==> src/rtl/ows_pkg.sv <==
package ows_pkg;

    typedef enum logic [1:0] {
        SLOT_RESET = 2'd0,
        SLOT_READ  = 2'd1,
        SLOT_WRITE = 2'd2
    } slot_kind_e;

    typedef enum logic [2:0] {
        ST_IDLE,
        ST_BUSRST,
        ST_CMD,
        ST_RD_TRUE,
        ST_RD_COMP,
        ST_WR_DIR,
        ST_WR_ROM,
        ST_FIN
    } seq_state_e;

endpackage

==> src/rtl/ows_resolve.sv <==
module ows_resolve #(
    parameter int IDX_W = 6
) (
    input  logic [IDX_W-1:0] idx,
    input  logic [IDX_W-1:0] last,
    input  logic             rd_true,
    input  logic             rd_comp,
    input  logic             prev_bit,
    output logic             conflict,
    output logic             dir_bit,
    output logic             mark
);

    // Branch choice for one code position from the two wired-AND reads.
    always_comb begin
        conflict = rd_true & rd_comp;
        dir_bit  = rd_true;
        mark     = 1'b0;
        if (!rd_true && !rd_comp) begin
            if (idx == last) begin
                dir_bit = 1'b1;
            end else if (idx > last) begin
                dir_bit = 1'b0;
                mark    = 1'b1;
            end else begin
                dir_bit = prev_bit;
                mark    = ~prev_bit;
            end
        end
    end

endmodule

==> src/rtl/ows_counter.sv <==
module ows_counter #(
    parameter int W = 6
) (
    input  logic         clk,
    input  logic         rst_n,
    input  logic         clr,
    input  logic         inc,
    output logic [W-1:0] q
);

    always_ff @(posedge clk or negedge rst_n) begin
        if (!rst_n) begin
            q <= '0;
        end else if (clr) begin
            q <= '0;
        end else if (inc) begin
            q <= q + W'(1);
        end
    end

endmodule

==> src/rtl/ows_txsel.sv <==
module ows_txsel #(
    parameter int                  ROM_BITS   = 64,
    parameter int                  IDX_W      = 6,
    parameter int                  CMD_BITS   = 8,
    parameter logic [CMD_BITS-1:0] SEARCH_CMD = 8'hF0,
    parameter logic [CMD_BITS-1:0] MATCH_CMD  = 8'h55
) (
    input  logic                phase_cmd,
    input  logic                phase_rom,
    input  logic                op_sel,
    input  logic [IDX_W-1:0]    cnt,
    input  logic                dir_bit,
    input  logic [ROM_BITS-1:0] sel_rom,
    output logic                wbit
);

    localparam int CB_W = $clog2(CMD_BITS);

    logic [CMD_BITS-1:0] cmd_byte;

    assign cmd_byte = op_sel ? MATCH_CMD : SEARCH_CMD;

    // Command and code bits leave least-significant bit first.
    always_comb begin
        if (phase_cmd) begin
            wbit = cmd_byte[cnt[CB_W-1:0]];
        end else if (phase_rom) begin
            wbit = sel_rom[cnt];
        end else begin
            wbit = dir_bit;
        end
    end

endmodule

==> src/rtl/onewire_search_seq.sv <==
module onewire_search_seq
    import ows_pkg::*;
#(
    parameter int                  ROM_BITS   = 64,
    parameter int                  CMD_BITS   = 8,
    parameter logic [CMD_BITS-1:0] SEARCH_CMD = 8'hF0,
    parameter logic [CMD_BITS-1:0] MATCH_CMD  = 8'h55
) (
    input  logic                         clk,
    input  logic                         rst_n,
    input  logic                         start,
    input  logic                         op,
    input  logic [$clog2(ROM_BITS)-1:0]  last_in,
    input  logic [ROM_BITS-1:0]          rom_in,
    output logic                         busy,
    output logic                         done,
    output logic                         fail,
    output logic [ROM_BITS-1:0]          rom_out,
    output logic [$clog2(ROM_BITS)-1:0]  last_out,
    output logic                         slot_req,
    output logic [1:0]                   slot_cmd,
    output logic                         slot_wbit,
    input  logic                         slot_ack,
    input  logic                         slot_rbit
);

    localparam int               IDX_W    = $clog2(ROM_BITS);
    localparam logic [IDX_W-1:0] CMD_LAST = IDX_W'(CMD_BITS - 1);
    localparam logic [IDX_W-1:0] ROM_LAST = IDX_W'(ROM_BITS - 1);

    seq_state_e          state_q, state_d;
    logic                op_q;
    logic                rd_true_q;
    logic                dir_q;
    logic                fail_q;
    logic [ROM_BITS-1:0] rom_q;
    logic [ROM_BITS-1:0] sel_q;
    logic [IDX_W-1:0]    last_q;
    logic [IDX_W-1:0]    disc_q;
    logic [IDX_W-1:0]    cnt;
    logic                slot_done;
    logic                cnt_clr, cnt_inc;
    logic                conflict, res_bit, res_mark;
    logic                cnt_at_cmd_end, cnt_at_rom_end;

    assign slot_done      = slot_req & slot_ack;
    assign cnt_at_cmd_end = (cnt == CMD_LAST);
    assign cnt_at_rom_end = (cnt == ROM_LAST);

    ows_resolve #(.IDX_W(IDX_W)) u_resolve (
        .idx      (cnt),
        .last     (last_q),
        .rd_true  (rd_true_q),
        .rd_comp  (slot_rbit),
        .prev_bit (rom_q[cnt]),
        .conflict (conflict),
        .dir_bit  (res_bit),
        .mark     (res_mark)
    );

    assign cnt_clr = slot_done &&
                     ((state_q == ST_BUSRST) || (state_q == ST_CMD && cnt_at_cmd_end));
    assign cnt_inc = slot_done &&
                     ((state_q == ST_CMD) || (state_q == ST_WR_DIR) || (state_q == ST_WR_ROM));

    ows_counter #(.W(IDX_W)) u_counter (
        .clk   (clk),
        .rst_n (rst_n),
        .clr   (cnt_clr),
        .inc   (cnt_inc),
        .q     (cnt)
    );

    ows_txsel #(
        .ROM_BITS   (ROM_BITS),
        .IDX_W      (IDX_W),
        .CMD_BITS   (CMD_BITS),
        .SEARCH_CMD (SEARCH_CMD),
        .MATCH_CMD  (MATCH_CMD)
    ) u_txsel (
        .phase_cmd (state_q == ST_CMD),
        .phase_rom (state_q == ST_WR_ROM),
        .op_sel    (op_q),
        .cnt       (cnt),
        .dir_bit   (dir_q),
        .sel_rom   (sel_q),
        .wbit      (slot_wbit)
    );

    // State register
    always_ff @(posedge clk or negedge rst_n) begin
        if (!rst_n) begin
            state_q <= ST_IDLE;
        end else begin
            state_q <= state_d;
        end
    end

    // Next-state logic
    always_comb begin
        state_d = state_q;
        unique case (state_q)
            ST_IDLE:    if (start) state_d = ST_BUSRST;
            ST_BUSRST:  if (slot_done) state_d = ST_CMD;
            ST_CMD:     if (slot_done && cnt_at_cmd_end) state_d = op_q ? ST_WR_ROM : ST_RD_TRUE;
            ST_RD_TRUE: if (slot_done) state_d = ST_RD_COMP;
            ST_RD_COMP: if (slot_done) state_d = conflict ? ST_FIN : ST_WR_DIR;
            ST_WR_DIR:  if (slot_done) state_d = cnt_at_rom_end ? ST_FIN : ST_RD_TRUE;
            ST_WR_ROM:  if (slot_done && cnt_at_rom_end) state_d = ST_FIN;
            ST_FIN:     state_d = ST_IDLE;
        endcase
    end

    // Outputs decoded from the state
    always_comb begin
        busy     = (state_q != ST_IDLE);
        done     = (state_q == ST_FIN);
        slot_req = 1'b0;
        slot_cmd = SLOT_WRITE;
        unique case (state_q)
            ST_IDLE, ST_FIN: begin
                slot_req = 1'b0;
            end
            ST_BUSRST: begin
                slot_req = 1'b1;
                slot_cmd = SLOT_RESET;
            end
            ST_RD_TRUE, ST_RD_COMP: begin
                slot_req = 1'b1;
                slot_cmd = SLOT_READ;
            end
            ST_CMD, ST_WR_DIR, ST_WR_ROM: begin
                slot_req = 1'b1;
                slot_cmd = SLOT_WRITE;
            end
        endcase
    end

    // Operation context and search results
    always_ff @(posedge clk or negedge rst_n) begin
        if (!rst_n) begin
            op_q      <= 1'b0;
            rd_true_q <= 1'b0;
            dir_q     <= 1'b0;
            fail_q    <= 1'b0;
            rom_q     <= '0;
            sel_q     <= '0;
            last_q    <= '0;
            disc_q    <= '0;
        end else begin
            if (state_q == ST_IDLE && start) begin
                op_q   <= op;
                sel_q  <= rom_in;
                last_q <= last_in;
                fail_q <= 1'b0;
                if (!op) disc_q <= '0;
            end
            if (state_q == ST_RD_TRUE && slot_done) begin
                rd_true_q <= slot_rbit;
            end
            if (state_q == ST_RD_COMP && slot_done) begin
                if (conflict) begin
                    fail_q <= 1'b1;
                    disc_q <= '0;
                end else begin
                    dir_q      <= res_bit;
                    rom_q[cnt] <= res_bit;
                    if (res_mark) disc_q <= cnt;
                end
            end
        end
    end

    assign fail     = fail_q;
    assign rom_out  = rom_q;
    assign last_out = disc_q;

endmodule

==> config.mk <==
export PLATFORM = sky130hd
export DESIGN_NAME = onewire_search_seq
export DESIGN_NICKNAME = d
export VERILOG_FILES = /design/src/rtl/ows_pkg.sv /design/src/rtl/ows_resolve.sv /design/src/rtl/ows_counter.sv /design/src/rtl/ows_txsel.sv /design/src/rtl/onewire_search_seq.sv
export SDC_FILE = /design/constraint.sdc
export NUM_CORES = 1
export LEC_CHECK = 0
export BUFFER_PORTS_ARGS = -buffer_cell sky130_fd_sc_hd__buf_2
export CORE_ASPECT_RATIO = 1.5
export CORE_UTILIZATION = 53
export DETAILED_ROUTE_END_ITERATION = 6
export PLACE_DENSITY_LB_ADDON = 0.1
export SLEW_MARGIN = 20
export SYNTH_ARGS = -nofsm -noshare
export SYNTH_HDL_FRONTEND = slang
export SYNTH_HIERARCHICAL = 1
export SYNTH_SLANG_ARGS = --single-unit
==> constraint.sdc <==
create_clock -name clk -period 3.6 [get_ports clk]
set_input_delay 0.72 -clock clk [delete_from_list [all_inputs] [get_ports clk]]
set_output_delay 0.72 -clock clk [all_outputs]
set_load 0.02 [all_outputs]
== After elaboration in Yosys (flattened, before gate mapping) ==
Index checks and enable logic that the tools add are counted.

* Register bits after elaboration: 153

* Add/sub/neg operators: 1
* $lt $le $gt $ge: 4
* Eq/ne operators: 17
* Multiplexer cells: 41
* Bitwise logic cells: 4
* Reduce and logical (&&, ||, !) cells: 23

{| class="wikitable"
|+ Operators with widths
! kind !! number
|-
| $bwmux W64 || 1
|-
| $mux W6 || 7
|-
| $mux W3 || 9
|-
| $pmux W3 S8 || 1
|-
| $mux W1 || 15
|-
| $ne A2 B2 Y1 const B || 7
|-
| $bmux W1 S6 || 2
|-
| $eq A3 B3 Y1 const B || 4
|-
| $logic_and A1 B1 Y1 || 10
|-
| $mux W8 || 1
|-
| $lt A6 B7 Y1 const B || 1
|-
| $reduce_and A7 Y1 || 1
|-
| $add A6 B1 Y6 const B || 1
|-
| $demux W1 S6 || 1
|-
| $eq A3 B2 Y1 const B || 2
|-
| $eq A6 B3 Y1 const B || 1
|-
| $eq A6 B6 Y1 || 1
|-
| $eq A6 B6 Y1 const B || 1
|-
| $ge A6 B1 Y1 const B || 1
|-
| $gt A6 B6 Y1 || 1
|-
| $reduce_or A6 Y1 || 1
|-
| $lt A3 B4 Y1 const B || 1
|-
| $pmux W2 S2 || 1
|-
| $reduce_or A2 Y1 || 2
|-
| other kinds (12) || 17
|}

== Logic depth before layout (Yosys ltp) ==
Gate-level depths: netlist of run 1.

* Depth after elaboration: 9
* Gate-level depth with buffers: 14
* Depth with buffers taken out: 11

== Cells and area by module ==
The synthesis of run 1 kept the hierarchy.

{| class="wikitable"
|+ Modules (own cells, without submodules)
! module !! instances !! cells each !! area an instance (um2)
|-
| onewire_search_seq || 1 || 673 || 6710.2
|-
| ows_txsel || 1 || 47 || 608.1
|-
| ows_counter || 1 || 24 || 269.0
|-
| ows_resolve || 1 || 25 || 191.4
|}

== Worst setup path after synthesis of run 1 ==
No wires, ideal clock.

* Path type: reg-to-reg
* Start: reg u_counter.q[1]
* End: reg rom_q[59] (netlist: rom_out[59])
* Setup time: 65 ps
* Arrival: 3090 ps
* Path slack: 445 ps
* Cell stages (with the launch flop): 15
* Path buffers: 5
* Cells stage by stage: dfrtp_1 -> buf_2 -> buf_2 -> buf_2 -> nand2_1 -> mux4_2 -> o21ai_0 -> a32oi_1 -> nand4_1 -> inv_1 -> a211oi_1 -> a41o_1 -> clkbuf_1 -> clkbuf_1 -> mux2_2

* Word-level cells in the longest chain between the ends: 6
* Elaborated cells on any way between the ends: 13
* Those cells by class: order compare (3); eq/ne (1); mux (8); reduce/logical (1)

{| class="wikitable"
|+ Ends and longest elaborated chain
! item !! line !! RTL
|-
| from (decl) || ows_counter.sv:8 || <nowiki>output logic [W-1:0] q</nowiki>
|-
| from (signal assigned) || ows_counter.sv:17 || <nowiki>q <= q + W'(1);</nowiki>
|-
| $bmux W1 S6 || onewire_search_seq.sv:55 || <nowiki>.prev_bit (rom_q[cnt]),</nowiki>
|-
| $mux W1 (implied by the code) || onewire_search_seq.sv:55 ||
|-
| $mux W1 || ows_resolve.sv:22 || <nowiki>end else if (idx > last) begin</nowiki>
|-
| $mux W1 * || ows_resolve.sv:20 || <nowiki>if (idx == last) begin</nowiki>
|-
| $mux W1 * || ows_resolve.sv:19 || <nowiki>if (!rd_true && !rd_comp) begin</nowiki>
|-
| via res_bit || onewire_search_seq.sv:43 || <nowiki>logic conflict, res_bit, res_mark;</nowiki>
|-
| $bwmux W64 * || onewire_search_seq.sv:167 || <nowiki>rom_q[cnt] <= res_bit;</nowiki>
|-
| to (signal, indexed assignment) || onewire_search_seq.sv:167 ||
|-
| to (decl) || onewire_search_seq.sv:36 || <nowiki>logic [ROM_BITS-1:0] rom_q;</nowiki>
|}

Mark *: on every way through the listed nets, which the timed path passes. The rest lies on a longest branch. The select of a mux whose other input is x is not followed.
A chain may end at the register's enable or synchronous reset.

== Worst setup path after layout of run 1 ==
* Start: reg u_counter.q[0]
* End: out slot_wbit

* Word-level cells in the longest chain between the ends: 4
* Elaborated cells on any way between the ends: 6
* Those cells by class: mux (6)

{| class="wikitable"
|+ Ends and longest elaborated chain
! item !! line !! RTL
|-
| $bmux W1 S6 || ows_txsel.sv:28 || <nowiki>wbit = sel_rom[cnt];</nowiki>
|-
| $mux W1 (implied by the code) || ows_txsel.sv:28 ||
|-
| $mux W1 || ows_txsel.sv:27 || <nowiki>end else if (phase_rom) begin</nowiki>
|-
| $mux W1 * || ows_txsel.sv:25 || <nowiki>if (phase_cmd) begin</nowiki>
|-
| to (decl) || onewire_search_seq.sv:22 || <nowiki>output logic slot_wbit,</nowiki>
|}

Mark *: on every way between the ends. The rest lies on a longest branch, timed or not. The select of a mux whose other input is x is not followed.

==> results.txt, run 1 <==
Status = completed
Seq/Total Area, Yosys = 49.22%
Hold WS = 395.3 ps
Final hold vios = 0
Vias in the first global route = 6295
H-tree levels = 4
DRT Pass-1 Iters = 5
EDFF count, synth = 0
DR WL/cell = 17.53 µm
Crit path arrival time = 2810 ps
Final setup margin = 65.02 ps
Final Non-Filler Cells = 1114
Post-Syn Instances = 769
FF-to-FF Start = u_counter/q[0]
RSZ-0062 raised after global routing = no
Clk sink count = 153
Kind of critical path = flop to primary output
Worst-Margin Slew = 927.9 ps
Die area = 15180 µm²
Reg2Reg Capture Point = last_out[5]
Iter 0 DRT Violations = 379
Worst Setup SP = u_counter/q[0]
Count leader, synth = nand2_1
Total grt overflow = 0
Mapped Nets = 852
Share of the synthesized area in the top cell type = 49.22%
Number of remaining DRC errors = 0
Clk_skew = 13.83 ps
Total CTS buffers = 17
Top FF cell, synth = dfrtp_1
PD cells = 701.2 nW/µm²
Antenna violations before repair = 0
Global-route wire length before repair = 31.49 mm
Area grow syn2layout = 20.30%
Via count = 6271
Lkg Pwr = 4.835 nW
DPL Wire Length = 13.84 mm
Slew margin rel. = 38.14%
Setup crit end kind = primary output
Die Y = 150.4 µm
Final Total Pwr = 6.561 mW
Peak Freq = 282.9 MHz
Yosys reg bits = 153
Largest net degree at the start of global routing = 103
Required time worst endpoint = 2880 ps
HP Class = input pin to asynchronous set/reset pin
Antenna cells = 0
Cell Area, Synth = 7779 µm²
Avg Inst Size Synth = 10.12 µm²
Leading area contributor after synthesis = dfrtp_1
Synth warn = 6
Std-Cell Rows = 53
Max-cap viol count = 0
Crit path max fanout = 12
Clk_lat worst skew = 430 ps
Core Area = 14190 µm²
Final Setup Violations = 0
CTS tree = yes
Clk pin slew, worst setup/hold paths = 60 ps
Initial Utilization = 54.81%
Worst ir drop on vdd = 0.4242 mV
FFs w/ async S/R, synth = 100.0%
Count of buffers from port buffering = 152
Synth top area cells = dfrtp_1, nand2_1, mux2_1
Die X = 100.9 µm
Share of cells above drive strength 1 = 27.11%
Dpl cells = 1083
Post-Place Setup Slack = 241.9 ps
DR vias/cell = 5.629
# fillers = 1198
Unique masters post-synth = 62
Setup_tns = 0 ps
Clock period minus worst slack = 3535 ps
R2R depth = 13
CTS Buffer Depth = 2
Max Slew Vio Count = 0
RD Place Congestion = 0.8768
Worst setup SP type = flop
Ranking of synthesized cells by instance count = nand2_1, dfrtp_1, mux2_1, clkbuf_1, nor2_1
Detail Route Antenna Nets = 0
Top-Level Pins = 153
Total Nets Final = 994
GRT Overall Usage = 27.66%
Routed WL = 19.53 mm
R2R setup slack = 470 ps
CTS Root Cell = clkbuf_16
Tcrit/Tclk final = 98.19%
-- stage by stage --
step | util, % | instance area (µm²)
2_1_floorplan | - | 7779
5_1_grt | 65.94 | 9358
3_3_place_gp | 61.70 | 8756
4_1_cts | 65.85 | 9345
3_5_place_dp | 61.70 | 8756
6_report | 65.94 | 9358
-- worst max-delay path by stage --
stage	endpoint	slack (ps)	depth (start not counted)
floorplan	rom_out[59]	450	14
global placement	slot_wbit	390	6
detailed placement	slot_wbit	240	6
CTS	slot_wbit	20	7
global route	slot_wbit	20	6
finish	slot_wbit	70	6
-- timing repair --
action                     4_1_cts  5_1_grt
setup endpoints to repair        1        1
hold endpoints to repair         0        0
resized for setup                1        3
hold buffers                     0        0
setup buffers                    1        0
-- state kept, by name (all words and copies together), names as in the netlist --
name         cells
dir_q            1
fail             1
last_out         6
last_q           6
op_q             1
rd_true_q        1
rom_out         64
sel_q           64
state_q          3
u_counter/q      6
-- per-layer routing --
metal | wire length (µm) | vias to the layer above | global-route usage [%]
met3 | 790 | 61 | 4.968
met1 | 7577 | 3090 | 31.66
met5 | 0 | - | 0
met2 | 10190 | 210 | 47.29
met4 | 965 | 0 | 17.97
li1 | - | 2910 | -
-- cells by family after synthesis --
family	synth area share [%]
compound gates	5.823
flops	49.22
fa+ha+maj	1.126
simple gates	20.80
buf+inv	3.796
mux	18.67
xor+xnor	0.5631
-- cell usage in the layout, fill, tap and decap left out, types with 4 or more instances in the layout --
cell type and count:
o21ai_0 9, nor2b_1 4, mux2i_1 12, a22oi_1 9, buf_4 13, mux2_2 12, mux4_1 7, nand2b_1 4
mux2_1 56, buf_2 151, nor3_1 8, mux4_2 17, nand2_1 288, a22o_1 7, ha_1 7, buf_12 5
dfrtp_1 150, a21oi_1 8, inv_1 16, nor4_1 4, a311oi_1 5, clkbuf_16 17, or3_1 4, nor2_1 21
nand3_1 10, clkinvlp_4 4
-- power breakdown --
part,internal (mW),total [mW],switching [mW]
logic,0.956,2.22,1.26
clock network,1.05,1.75,0.699
registers,2.18,2.60,0.415
total,4.18,6.56,2.38
-- worst max-delay path, cell delays in order (launching register included) --
cell      delay [ps]
dfrtp_4          580
mux4_1           610
a22oi_1          280
a311oi_1         160
o41ai_2          380
a22oi_1          180
buf_2            190
-- area by class of cell --
| cell class | count | area [µm²] | share of cell area (%) |
|---|---|---|---|
| clock buffers | 19 | 452.9 | 4.840 |
| clock inverters | 11 | 122.6 | 1.310 |
| inverters | 16 | 60.06 | 0.6418 |
| multi-input cells | 552 | 3666 | 39.18 |
| flip-flops and latches | 153 | 3840 | 41.03 |
| well taps | 192 | 240.2 | 2.567 |
| repair buffers | 171 | 975.9 | 10.43 |
Note: power is estimated with default switching activity, not from simulation.
==> inputs of run 2 (changes only) <==
Settings changed: SETUP_SLACK_MARGIN from default to 0.2.
==> run 2 against run 1 <==
  * Combinational power increased by 9%
  * Total power increased by 2.3%
  * Clock skew increased by 4.5 ps
  * Core utilization increased by 0.75 points
  * Wire length increased by 1.4%
  * Critical endpoint unchanged
==> results.txt, run 2 (synthesized netlist as in run 1, its figures left out) <==
Commonest cells after routing, fill and taps aside = nand2_1, buf_2, dfrtp_1
Crit. path cell count = 7 (+1)
R2R depth = 11 (-2)
Std-Cell Rows = 53 (unchanged)
Status = completed
Number of remaining DRC errors = 0 (unchanged)
Commonest non-fill, non-tap cell in the layout = nand2_1
Clk_skew = 18.32 ps (+4.490 ps)
DPL Wire Length = 13.84 mm (unchanged)
Vias in the first global route = 6304 (+0.14%)
CTS tree = yes
Antenna violations before repair = 0 (unchanged)
Total Nets Final = 1002 (+0.80%)
Tcrit/Tclk final = 94.02% (-4.2 points)
HP Class = input pin to asynchronous set/reset pin
Global-route wire length before repair = 31.74 mm (+0.79%)
CP cell instances = buf_12 > mux4_2 > a22oi_2 > a311oi_2 > o41ai_2 > a22oi_1 > buf_2
RD Place Congestion = 0.8768 (unchanged)
CTS Buffer Depth = 2 (unchanged)
Core Area = 14190 µm² (unchanged)
Routed WL = 19.80 mm (+1.4%)
CTS Root Cell = clkbuf_16
Worst ir drop on vdd = 0.4274 mV (+0.75%)
Kind of critical path = flop to primary output
Die X = 100.9 µm (unchanged)
Max Slew Vio Count = 0 (unchanged)
H-tree levels = 4 (unchanged)
Share of cells above drive strength 1 = 28.82% (+1.7 points)
Crit-path slowest cell = mux4_2
Iter 0 DRT Violations = 323 (-15%)
Hold WS = 404.2 ps (+8.873 ps)
Clock period minus worst slack = 3385 ps (-150.4 ps)
Total grt overflow = 0 (unchanged)
Initial Utilization = 54.81% (unchanged)
Die Y = 150.4 µm (unchanged)
Clk pin slew, worst setup/hold paths = 60 ps (about the same)
Final Setup Violations = 0 (unchanged)
Top-Level Pins = 153 (unchanged)
Die area = 15180 µm² (unchanged)
Required time worst endpoint = 2880 ps (about the same)
Peak Freq = 295.5 MHz (+4.4%)
Worst setup SP type = flop
DR vias/cell = 5.578 (-0.92%)
PD cells = 709.0 nW/µm² (+1.1%)
Area grow syn2layout = 21.67%
Lkg Pwr = 4.868 nW (+0.68%)
DR WL/cell = 17.65 µm (+0.66%)
Antenna cells = 0 (unchanged)
Final hold vios = 0 (unchanged)
Detail Route Antenna Nets = 0 (unchanged)
Crit path arrival time = 2660 ps (-150 ps)
Count of buffers from port buffering = 152 (unchanged)
DRT Pass-1 Iters = 4 (-1)
Setup crit end kind = primary output
Via count = 6258 (-0.21%)
Top Family by Delay on Critical Path = compound AO/OA/AOI/OAI gates
Clk sink count = 153 (unchanged)
CTS Hold Bufs = 0 (unchanged)
Clk_lat worst skew = 420 ps (about the same)
Crit path max fanout = 5 (-7)
RSZ-0062 raised after global routing = yes
GRT Overall Usage = 27.90% (+0.25 points)
Worst path buffer plus inverter count = 2 (+1)
CP max stage delay = 510 ps (-100 ps)
Max-cap viol count = 0 (unchanged)
Total CTS buffers = 17 (unchanged)
Slew margin rel. = 38.74% (+0.60 points)
Worst-Margin Slew = 918.9 ps (-8.929 ps)
Setup_tns = 0 ps (unchanged)
# fillers = 1183 (-1.3%)
Largest net degree at the start of global routing = 103 (unchanged)
[run 2: cell types whose count changed in the layout (fill, tap and decap cells not counted)]
cell	previous run	this run
a22oi_1	9	6
a22oi_2	0	3
a311oi_1	5	3
a311oi_2	0	2
buf_12	5	6
buf_4	13	17
buf_6	2	3
buf_8	0	2
mux4_1	7	3
mux4_2	17	21
nor2_1	21	20
nor2_2	0	1
[run 2: report_power, final]
group | switching, mW | internal, mW
clock network | 0.695 | 1.05
registers | 0.378 | 2.18
logic | 1.36 | 1.05
[run 2: final timing paths]
path	startpoint	endpoint	slack, ps
max	u_counter/q[0]	slot_wbit	220
min reg2reg	sel_q[11]	sel_q[11]	470
min in group clk	sel_q[11]	sel_q[11]	470
max in group asynchronous	rst_n	last_q[4]	2420
min	rst_n	rom_out[48]	400
max reg2reg	u_counter/q[2]	rom_out[26]	540
[run 2: layout make-up]
| cell class | instances | area [µm²] | share of cell area, % |
|---|---|---|---|
| clock inverter | 11 | 122.6 | 1.296 |
| clock buffer | 19 | 452.9 | 4.786 |
| timing repair buffer | 179 | 1067 | 11.28 |
| inverter | 16 | 60.06 | 0.6346 |
| multi-input combinational | 552 | 3681 | 38.89 |
| tap | 192 | 240.2 | 2.538 |
| sequential | 153 | 3840 | 40.57 |
[run 2: routing by layer]
layer  part of all wire [%]  routed length, µm  track usage [%]  vias to the layer above
li1                       -                  -                -                     2921
met1                     39               7706            31.83                     3103
met2                     53              10540            48.46                      187
met3                    4.0                795            4.782                       47
met4                    3.8                754            17.17                        0
met5                      0                  0                0                        -
[run 2: repair_timing]
action	4_1_cts	5_1_grt
gates resized for setup	11	8
buffers inserted	7	2
setup endpoints to repair	1	1
pin swaps	4	5
endpoints found under the hold margin	0	0
[run 2: per-stage QoR]
stage               worst slack, ps  instances  instance area, µm²  utilization, %  total power, mW
finish                        215.4       1122                9464           66.69            6.710
global route                  120.1       1122                9464           66.69            7.104
CTS                           205.1       1120                9445           66.56            6.699
detailed placement            241.9       1083                8756           61.70            4.797
global placement              393.4       1083                8756           61.70            4.713
floorplan                     445.2        769                7779               -            4.106
==> inputs of run 3 (changes only) <==
Settings changed: CELL_PAD_IN_SITES_DETAIL_PLACEMENT from default to 0, CELL_PAD_IN_SITES_GLOBAL_PLACEMENT from default to 1, CORE_UTILIZATION 53 to 43.
==> run 3 against run 2 <==
  * Cell area is essentially flat
  * The flow now finishes with violations (design-rule violations)
  * Highest routed layer unchanged
  * Critical path depth is the same
  * Largest power group unchanged
  * Register-to-register slack is essentially flat
==> results.txt, run 3 (synthesized netlist as in run 1, its figures left out) <==
Area grow syn2layout = 21.73% (about the same)
Worst setup SP type = flop
H-tree levels = 4 (unchanged)
Commonest non-fill, non-tap cell in the layout = nand2_1
Setup crit end kind = primary output
Tcrit/Tclk final = 92.38% (-1.6 points)
Slew margin rel. = 44.33% (+5.6 points)
Share of cells above drive strength 1 = 26.92% (-1.9 points)
Peak Freq = 300.7 MHz (+1.8%)
CTS Hold Bufs = 0 (unchanged)
Top-Level Pins = 153 (unchanged)
R2R depth = 11 (unchanged)
Met1 layer usage reported by global route = 27.55% (-4.3 points)
Std-Cell Rows = 59 (+11%)
CP max stage delay = 550 ps (+40 ps)
CTS Buffer Depth = 2 (unchanged)
Clk_skew = 7.481 ps (-10.84 ps)
Status = finished, violations left
Routed WL = 21.08 mm (+6.5%)
Setup_tns = 0 ps (unchanged)
R2R setup slack = 530 ps (about the same)
Worst ir drop on vdd = 0.3299 mV (-23%)
HP Class = input pin to asynchronous set/reset pin
DR vias/cell = 5.428 (-2.7%)
Iter 0 DRT Violations = 351 (+8.7%)
CTS tree = yes
Worst setup path endpoint = slot_wbit
Lkg Pwr = 4.890 nW (+0.45%)
Met2 GRT Util = 41.78% (-6.7 points)
DR WL/cell = 18.52 µm (+5.0%)
Met3 usage = 4.658% (-0.12 points)
Total Nets Final = 995 (-0.70%)
Final Setup Violations = 0 (unchanged)
Commonest cells after routing, fill and taps aside = nand2_1, buf_2, dfrtp_1
Reg2Reg Capture Point = rom_out[0]
Net Sw Power = 2.408 mW (-0.87%)
Crit-path slowest cell = mux4_1
Largest net degree at the start of global routing = 75 (-27%)
Vias in the first global route = 6395 (+1.4%)
Die X = 111.8 µm (+11%)
Clk sink count = 153 (unchanged)
Antenna cells = 0 (unchanged)
Most used cell, CP = a22oi_1
Clock power share = 28.1% (+2.1 points)
PD cells = 719.3 nW/µm² (+1.5%)
Cell Int Power = 4.403 mW (+2.9%)
Crit path max fanout = 12 (+7)
Sequential fraction of design power = 37.4% (-0.7 points)
Antenna violations before repair = 0 (unchanged)
CTS Root Cell = clkbuf_16
Gr busiest metal = met2
Die area = 18640 µm² (+23%)
Crit path arrival time = 2610 ps (-50 ps)
CP cell instances = buf_12 > mux4_1 > a22oi_1 > a311oi_1 > o41ai_1 > a22oi_1 > buf_2
Clk pin slew, worst setup/hold paths = 60 ps (about the same)
Core Area = 17500 µm² (+23%)
Required time worst endpoint = 2880 ps (about the same)
RD Place Congestion = 0.8403 (-4.2%)
Power share of the combinational group = 34.5% (-1.4 points)
GRT Overall Usage = 23.86% (-4.0 points)
Max Slew Vio Count = 0 (unchanged)
Detail Route Antenna Nets = 0 (unchanged)
Final Total Pwr = 6.811 mW (+1.5%)
Switching Share = 35.35% (-0.85 points)
Die Y = 166.7 µm (+11%)
Total CTS buffers = 17 (unchanged)
Worst Setup SP = u_counter/q[0]
RSZ-0062 raised after global routing = yes
Via count = 6177 (-1.3%)
Clock period minus worst slack = 3326 ps (-58.94 ps)
Total grt overflow = 0 (unchanged)
Initial Utilization = 44.46% (-10 points)
Final hold vios = 0 (unchanged)
Failing checks = design-rule violations
DRT Pass-1 Iters = 7 (+3)
Global-route wire length before repair = 34.00 mm (+7.1%)
Kind of critical path = flop to primary output
Number of remaining DRC errors = 9 (+9)
DPL Wire Length = 14.50 mm (+4.8%)
FF-to-FF Start = u_counter/q[0]
Clk_lat worst skew = 430 ps (about the same)
Worst-Margin Slew = 831.9 ps (-87.03 ps)
Max-cap viol count = 0 (unchanged)
Count of buffers from port buffering = 152 (unchanged)
==> run 3: power groups by stage <==
| stage | combinational (mW) | sequential [mW] | clock [mW] |
|---|---|---|---|
| floorplan | 1.67 | 2.44 | 0 |
| global route | 2.60 | 2.61 | 2.02 |
| global placement | 2.16 | 2.60 | 0 |
| finish | 2.35 | 2.54 | 1.92 |
| detailed placement | 2.21 | 2.61 | 0 |
| CTS | 2.38 | 2.55 | 1.95 |
==> run 3: per-layer routing <==
layer | vias to the layer above | routed length, µm
met3 | 46 | 826
met2 | 170 | 11110
met5 | - | 0
li1 | 2916 | -
met1 | 3045 | 8319
met4 | 0 | 818
==> run 3: worst max-delay path, delay by kind of cell (launching register included) <==
kind	cells	cell delay, ps
compound gates	4	860
mux	1	550
flops	1	400
buf+inv	2	360
==> run 3: repair_timing <==
action | 4_1_cts | 5_1_grt
setup endpoints to repair | 1 | 1
gates resized for setup | 1 | 0
gates cloned | 2 | 0
pin swaps | 1 | 0
setup buffers | 3 | 0
==> run 3: per-stage QoR <==
stage               instances  hold slack, ps  setup WS (ps)  util (%)  cell area (µm²)
floorplan                 769           424.4          445.2         -             7779
global placement         1101           452.7          378.3     50.00             8747
detailed placement       1101           457.5          355.6     50.00             8747
CTS                      1138           342.3          240.4     54.12             9469
global route             1138           354.8          160.7     54.12             9469
finish                   1138           305.6          274.4     54.12             9469
==> run 3: worst min-delay path by stage <==
| stage | from | endpoint | slack (ps) | cells past startpoint |
|---|---|---|---|---|
| finish | rst_n | rom_out[53] | 310 | 1 |
| global route | rst_n | rom_out[53] | 350 | 1 |
| CTS | rst_n | rom_out[49] | 340 | 1 |
| detailed placement | sel_q[36] | sel_q[36] | 460 | 2 |
| global placement | sel_q[47] | sel_q[47] | 450 | 2 |
| floorplan | rst_n | dir_q | 420 | 0 |
==> run 3: final cells by class <==
cell class	count	area (µm²)
fillers	1618	8026
flip-flops and latches	153	3835
multi-input cells	552	3659
repair buffers	172	1021
clock buffers	22	464.2
well taps	213	266.5
clock inverters	10	163.9
inverters	16	60.06
